`src/rtl/flash_cmd_pkg.sv`:
```
package flash_cmd_pkg;
  typedef enum logic [3:0] {
    ST_READ, ST_PSETUP, ST_ESETUP, ST_PABORT, ST_EABORT,
    ST_PROG, ST_ERASE, ST_PVERIFY, ST_EVERIFY, ST_NEUTRAL
  } fc_state_e;

  localparam logic [7:0] CMD_READ  = 8'h00;
  localparam logic [7:0] CMD_PSET  = 8'h40;
  localparam logic [7:0] CMD_ESET  = 8'h20;
  localparam logic [7:0] CMD_PVFY  = 8'hC0;
  localparam logic [7:0] CMD_EVFY  = 8'hA0;
  localparam logic [7:0] CMD_RESET = 8'hFF;
endpackage

```
`src/rtl/flash_wr_strobe.sv`:
```
module flash_wr_strobe #(
  parameter int ADDR_W = 17
) (
  input  logic              clk_i,
  input  logic              rst_ni,
  input  logic              ce_ni,
  input  logic              we_ni,
  input  logic [ADDR_W-1:0] addr_i,
  input  logic [7:0]        data_i,
  output logic              wr_done_o,
  output logic [ADDR_W-1:0] wr_addr_o,
  output logic [7:0]        wr_data_o
);
  logic              we_q;
  logic [ADDR_W-1:0] addr_q;
  logic              fall;

  assign fall      = we_q & ~we_ni & ~ce_ni;
  assign wr_done_o = ~we_q & we_ni & ~ce_ni;
  assign wr_addr_o = addr_q;
  assign wr_data_o = data_i;

  always_ff @(posedge clk_i or negedge rst_ni) begin
    if (!rst_ni) begin
      we_q   <= 1'b1;
      addr_q <= '0;
    end else begin
      we_q <= we_ni;
      if (fall) addr_q <= addr_i;
    end
  end

  // address stays frozen from falling edge through the rising edge
  p_addr_hold_r3: assert property (@(posedge clk_i) disable iff (!rst_ni)
    (!we_q && !we_ni) |=> $stable(addr_q));
  p_done_pulse_r3: assert property (@(posedge clk_i) disable iff (!rst_ni)
    wr_done_o |=> !wr_done_o);
endmodule

```
`src/rtl/flash_cmd_fsm.sv`:
```
module flash_cmd_fsm
  import flash_cmd_pkg::*;
#(
  parameter int ADDR_W = 17
) (
  input  logic              clk_i,
  input  logic              rst_ni,
  input  logic              wr_done_i,
  input  logic [ADDR_W-1:0] wr_addr_i,
  input  logic [7:0]        wr_data_i,
  output fc_state_e         state_o,
  output logic [ADDR_W-1:0] prog_addr_o,
  output logic [ADDR_W-1:0] ev_addr_o,
  output logic [7:0]        prog_data_o,
  output logic              prog_start_o,
  output logic              prog_stop_o,
  output logic              erase_start_o,
  output logic              erase_stop_o
);
  fc_state_e state_q, state_d;
  logic do_prog, do_erase, end_prog, end_erase, cap_ev;

  function automatic fc_state_e decode(input logic [7:0] d);
    case (d)
      CMD_PSET: return ST_PSETUP;
      CMD_ESET: return ST_ESETUP;
      default:  return ST_READ;
    endcase
  endfunction

  always_comb begin
    state_d   = state_q;
    do_prog   = 1'b0;
    do_erase  = 1'b0;
    end_prog  = 1'b0;
    end_erase = 1'b0;
    cap_ev    = 1'b0;
    if (wr_done_i) begin
      case (state_q)
        ST_PSETUP: if (wr_data_i == CMD_RESET) state_d = ST_PABORT;
                   else begin state_d = ST_PROG; do_prog = 1'b1; end
        ST_PABORT: if (wr_data_i == CMD_RESET) state_d = ST_NEUTRAL;
                   else begin state_d = ST_PROG; do_prog = 1'b1; end
        ST_ESETUP, ST_EABORT: begin
          if (wr_data_i == CMD_ESET) begin state_d = ST_ERASE; do_erase = 1'b1; end
          else if (wr_data_i == CMD_RESET)
            state_d = (state_q == ST_ESETUP) ? ST_EABORT : ST_NEUTRAL;
          else state_d = decode(wr_data_i);
        end
        ST_PROG: begin
          end_prog = 1'b1;
          state_d  = (wr_data_i == CMD_PVFY) ? ST_PVERIFY : decode(wr_data_i);
        end
        ST_ERASE: begin
          end_erase = 1'b1;
          cap_ev    = (wr_data_i == CMD_EVFY);
          state_d   = cap_ev ? ST_EVERIFY : decode(wr_data_i);
        end
        default: state_d = decode(wr_data_i);
      endcase
    end
  end

  always_ff @(posedge clk_i or negedge rst_ni) begin
    if (!rst_ni) begin
      state_q       <= ST_READ;
      prog_addr_o   <= '0;
      ev_addr_o     <= '0;
      prog_data_o   <= '0;
      prog_start_o  <= 1'b0;
      prog_stop_o   <= 1'b0;
      erase_start_o <= 1'b0;
      erase_stop_o  <= 1'b0;
    end else begin
      state_q       <= state_d;
      prog_start_o  <= do_prog;
      prog_stop_o   <= end_prog;
      erase_start_o <= do_erase;
      erase_stop_o  <= end_erase;
      if (do_prog) begin
        prog_addr_o <= wr_addr_i;
        prog_data_o <= wr_data_i;
      end
      if (cap_ev) ev_addr_o <= wr_addr_i;
    end
  end

  assign state_o = state_q;

  p_stop_from_prog_r4: assert property (@(posedge clk_i) disable iff (!rst_ni)
    prog_stop_o |-> $past(state_q == ST_PROG));
  p_verify_addr_r5: assert property (@(posedge clk_i) disable iff (!rst_ni)
    (state_q == ST_PVERIFY && $past(state_q == ST_PVERIFY)) |-> $stable(prog_addr_o));
  p_neutral_quiet_r7: assert property (@(posedge clk_i) disable iff (!rst_ni)
    (state_q == ST_NEUTRAL) |-> (!prog_start_o && !erase_start_o));
  p_estart_src_r6: assert property (@(posedge clk_i) disable iff (!rst_ni)
    erase_start_o |-> (state_q == ST_ERASE));
endmodule

```
`src/rtl/flash_rd_path.sv`:
```
module flash_rd_path
  import flash_cmd_pkg::*;
#(
  parameter int ADDR_W = 17
) (
  input  fc_state_e         state_i,
  input  logic [ADDR_W-1:0] addr_i,
  input  logic [ADDR_W-1:0] prog_addr_i,
  input  logic [ADDR_W-1:0] ev_addr_i,
  input  logic              ce_ni,
  input  logic              we_ni,
  input  logic              oe_ni,
  input  logic [7:0]        array_rdata_i,
  output logic [ADDR_W-1:0] array_addr_o,
  output logic [7:0]        data_o,
  output logic              data_oe_o,
  output logic              margin_pgm_o,
  output logic              margin_ers_o
);
  logic rd_state;

  always_comb begin
    case (state_i)
      ST_PROG, ST_PVERIFY:  array_addr_o = prog_addr_i;
      ST_ERASE, ST_EVERIFY: array_addr_o = ev_addr_i;
      default:              array_addr_o = addr_i;
    endcase
  end

  assign rd_state     = (state_i == ST_READ) || (state_i == ST_PVERIFY) ||
                        (state_i == ST_EVERIFY);
  assign margin_pgm_o = (state_i == ST_PVERIFY);
  assign margin_ers_o = (state_i == ST_EVERIFY);
  assign data_oe_o    = rd_state & ~ce_ni & ~oe_ni & we_ni;
  assign data_o       = array_rdata_i;

  always_comb begin
    p_margin_excl_r6: assert ($onehot0({margin_pgm_o, margin_ers_o}));
  end
endmodule

```
`src/rtl/flash_cmd_ctrl.sv`:
```
module flash_cmd_ctrl
  import flash_cmd_pkg::*;
#(
  parameter int ADDR_W = 17
) (
  input  logic              clk_i,
  input  logic              rst_ni,
  input  logic [ADDR_W-1:0] addr_i,
  input  logic [7:0]        data_i,
  input  logic              ce_ni,
  input  logic              we_ni,
  input  logic              oe_ni,
  input  logic [7:0]        array_rdata_i,
  output logic [ADDR_W-1:0] array_addr_o,
  output logic [7:0]        data_o,
  output logic              data_oe_o,
  output logic [7:0]        prog_data_o,
  output logic              prog_start_o,
  output logic              prog_stop_o,
  output logic              erase_start_o,
  output logic              erase_stop_o,
  output logic              margin_pgm_o,
  output logic              margin_ers_o
);
  logic              wr_done;
  logic [ADDR_W-1:0] wr_addr, prog_addr, ev_addr;
  logic [7:0]        wr_data;
  fc_state_e         state;

  flash_wr_strobe #(.ADDR_W(ADDR_W)) u_wr (
    .clk_i, .rst_ni, .ce_ni, .we_ni, .addr_i, .data_i,
    .wr_done_o(wr_done), .wr_addr_o(wr_addr), .wr_data_o(wr_data)
  );

  flash_cmd_fsm #(.ADDR_W(ADDR_W)) u_fsm (
    .clk_i, .rst_ni,
    .wr_done_i(wr_done), .wr_addr_i(wr_addr), .wr_data_i(wr_data),
    .state_o(state), .prog_addr_o(prog_addr), .ev_addr_o(ev_addr),
    .prog_data_o, .prog_start_o, .prog_stop_o, .erase_start_o, .erase_stop_o
  );

  flash_rd_path #(.ADDR_W(ADDR_W)) u_rd (
    .state_i(state), .addr_i, .prog_addr_i(prog_addr), .ev_addr_i(ev_addr),
    .ce_ni, .we_ni, .oe_ni, .array_rdata_i,
    .array_addr_o, .data_o, .data_oe_o, .margin_pgm_o, .margin_ers_o
  );

  p_verify_port_addr_r5: assert property (@(posedge clk_i) disable iff (!rst_ni)
    (margin_pgm_o && $past(margin_pgm_o)) |-> $stable(array_addr_o));
  p_start_pulse_r3: assert property (@(posedge clk_i) disable iff (!rst_ni)
    prog_start_o |=> !prog_start_o);
endmodule

```
`config.mk`:
```
export PLATFORM = sky130hd
export DESIGN_NAME = flash_cmd_ctrl
export DESIGN_NICKNAME = d
export VERILOG_FILES = /design/src/rtl/flash_cmd_pkg.sv /design/src/rtl/flash_wr_strobe.sv /design/src/rtl/flash_cmd_fsm.sv /design/src/rtl/flash_rd_path.sv /design/src/rtl/flash_cmd_ctrl.sv
export SDC_FILE = /design/constraint.sdc
export NUM_CORES = 1
export LEC_CHECK = 0
export BUFFER_PORTS_ARGS = -buffer_cell sky130_fd_sc_hd__clkbuf_2
export CAP_MARGIN = 20
export CELL_PAD_IN_SITES_DETAIL_PLACEMENT = 0
export CELL_PAD_IN_SITES_GLOBAL_PLACEMENT = 1
export CORE_AREA = 4 4 94 96
export CTS_CLUSTER_SIZE = 25
export DETAILED_ROUTE_END_ITERATION = 10
export DIE_AREA = 0 0 98 100
export PLACE_DENSITY = 0.9
export REMOVE_ABC_BUFFERS = 1
export SKIP_CTS_REPAIR_TIMING = 1
export SLEW_MARGIN = 0
export SYNTH_ARGS = -nofsm -noshare
export SYNTH_HDL_FRONTEND = slang
export SYNTH_SLANG_ARGS = --single-unit
```
`constraint.sdc`:
```
create_clock -name clk_i -period 2.3 [get_ports clk_i]
set_input_delay 0.23 -clock clk_i [delete_from_list [all_inputs] [get_ports clk_i]]
set_output_delay 0.23 -clock clk_i [all_outputs]
set_load 0.1 [all_outputs]
```
==> results.cfg <==
[run_status]
outcome = complete, no violations

[finish]
layout_commonest_cell = dfrtp_1
area_growth_syn_to_layout_pct = 29.6
layout_common_cells = dfrtp_1, clkbuf_2, mux2_2
fin_area_um2 = 4350
seq_area_um2 = 1710
nets = 360
final_util = 0.540
fin_cells = 431
n_fill_cell = 660
drive_gt1_frac = 0.515
antenna_cells = 0
multi_input_area_um2 = 1520

[worst_setup_path]
worstPathMaxFanout = 11
cp_cell_sequence = buf_4 > nand2b_1 > o21bai_4 > buf_6 > a22o_1 > a21o_1 > buf_12
cp.required_ns = 2.07
path_delay_family = buffers and inverters
cp-endpoint = array_addr_o[4]
crit_buf_inv = 3
slowest_delay_ns = 0.46
end_kind = output pin
arrival_ns = 2.00
crit_slowest_cell = dfrtp_2
r2r_setup_slack_ns = 0.15
r2r_cells = 4
critical_path.startpoint = u_fsm.state_o[1]
startpoint_type = flop
r2r_end = u_fsm.prog_addr_o[1]
path_class = reg2out
timing.rr.start = u_fsm.state_o[2]
crit_cells = 7

[timing]
clock.fmax_ghz = 0.449
tns_ns = 0
holdWs_ns = 0.0137
fin_ws_ns = 0.0708
finalCriticalPeriod_ns = 2.23
finalMaxSlewViolations = 0
finalSetupViolations = 0
fin_crit_sh = 0.969
relSlewSlack = 0.608
rsz0062_at_grt = yes
fin_skew_ns = 0.0107
hold_viol = 0
worstMarginPinSlew_ns = 0.586

[routing]
post_drt_wl_per_cell_um = 17.2
drt_iter0_drc = 61
wirelength_um = 7400
drtPass1Iterations = 4
vias_per_cell = 5.38
drc = 0
via_count = 2318
ant_nets = 0

[die]
die_h_um = 100
core.rowCount = 33
start_util = 0.416
fp.coreArea_um2 = 8050
dieWidth_um = 98
fp.dieArea_um2 = 9800
io-pin-count = 78

[synthesis]
ys_types = 45
ys_seq_area_frac = 0.508
async_flop_share = 1.00
synth.ff_latch_count = 68
netlist_instances = 254
yosys.area_share.simple = 0.101
synth_edf_count = 0
yosys.area_share.adder = 0
ys.flop_type = dfrtp_1
ys_warn_count = 0
synth-xor-area-share = 0.00522
avgSynthCellArea_um2 = 13.2
synth_compound_area_frac = 0.112
netlist_area_um2 = 3350
synth_top_family_by_area = multiplexers
synthMuxAreaShare = 0.219

[run]
drv_cap = 0

[grt]
grt_max_degree = 37
grt_pass1_wl_um = 12400
track_usage = 0.158
first_global_vias = 2545
grt-ovfl-total = 0
antenna_found_initial = 0

[place]
dp.final_hpwl_um = 5240
globalplace.congestion = 0.858
place_inst = 414
portBuffers = 61
dpl_cell_area_um2 = 4040
pre_cts_slack_ns = 0.176

[clock_network]
cts_inserted_buffers = 9
htreeDepth = 3
cts_max_path_buffers = 2
clkLatencyLatePin_ns = 0.34
clkSinkCount = 68
cts_root_buf = clkbuf_8
cts_tree = built
clk_pin_slew_worst_paths_ns = 0.08

[power_and_ir_drop]
leakage_nw = 2.13
p_total_mw = 5.74
ir_worst_vdd_uv = 1260
p_per_area_nw_per_um2 = 1320

[worst_hold_path]
hold_path.class = in2reg
## metal layers
layer  vias up  GRT usage  wire (um)
li1       1072          -          -
met1      1167      0.202       3330
met2        67      0.257       3590
met3        12     0.0479        369
met4         0     0.0543        114
met5         -          0          0
## kinds of logic after synthesis
kind of cell	count (synthesis)
AND/OR/NAND/NOR	53
AO/OA/AOI/OAI	48
buffers and inverters	24
XOR/XNOR	2
flip-flops	68
multiplexers	59
## worst reg2reg max path, cell delays in order (launching register included)
cell     delay (ns)
dfrtp_2        0.50
or3b_2         0.50
or3_2          0.44
buf_4          0.25
mux2_4         0.33
## flip-flops by register name, indices dropped and copies added, names as in the netlist
register / count
u_fsm.ev_addr_o: 17
u_fsm.prog_addr_o: 17
u_wr.wr_addr_o: 17
u_fsm.prog_data_o: 8
u_fsm.state_o: 4
u_fsm.erase_start_o: 1
u_fsm.erase_stop_o: 1
u_fsm.prog_start_o: 1
u_fsm.prog_stop_o: 1
u_wr.we_q: 1
## layout make-up
type                            count  share of cell area
Tap cell                          105              0.0302
Clock buffer                       10              0.0317
Inverter                            1            0.000864
Sequential cell                    68               0.393
Clock inverter                      5              0.0230
Multi-Input combinational cell    162               0.349
Timing Repair Buffer               80               0.172
## worst min-delay path by stage
stage,from,slack (ns),to,cells past startpoint
finish,we_ni,0.01,u_wr.we_q,1
global route,we_ni,0.01,u_wr.we_q,1
CTS,rst_ni,-0.07,u_wr.wr_addr_o[11],2
detailed placement,rst_ni,0.30,u_wr.wr_addr_o[7],2
global placement,rst_ni,0.29,u_wr.wr_addr_o[7],2
floorplan,rst_ni,-0.07,u_fsm.erase_start_o,0
## where the power goes
part / leakage, nW / switching [mW] / internal, mW / total [mW]
sequential: 0.856 / 0.220 / 1.49 / 1.71
combinational: 1.15 / 1.82 / 1.02 / 2.85
clock: 0.122 / 0.438 / 0.740 / 1.18
## synthesized netlist by cell type, types with 2 or more instances
cell type | count | area [um^2]
a211oi_1 | 2 | 15.0
a21o_1 | 17 | 128
a22o_1 | 17 | 149
a31oi_1 | 3 | 18.8
and3_1 | 3 | 18.8
and4_1 | 2 | 17.5
buf_1 | 2 | 7.51
buf_12 | 2 | 40.0
buf_2 | 3 | 15.0
buf_4 | 9 | 67.6
buf_6 | 3 | 33.8
clkbuf_1 | 4 | 15.0
dfrtp_1 | 67 | 1680
mux2_2 | 40 | 450
mux2_4 | 19 | 285
nand2_1 | 5 | 18.8
nand2b_1 | 3 | 18.8
nand3_1 | 2 | 10.0
nand4_1 | 3 | 18.8
nor2_1 | 8 | 30.0
nor2b_1 | 2 | 12.5
nor3_1 | 6 | 30.0
nor3b_1 | 4 | 30.0
nor4b_1 | 4 | 35.0
o21bai_1 | 3 | 22.5
xor2_1 | 2 | 17.5
Note: power is estimated with default switching activity, not from simulation.
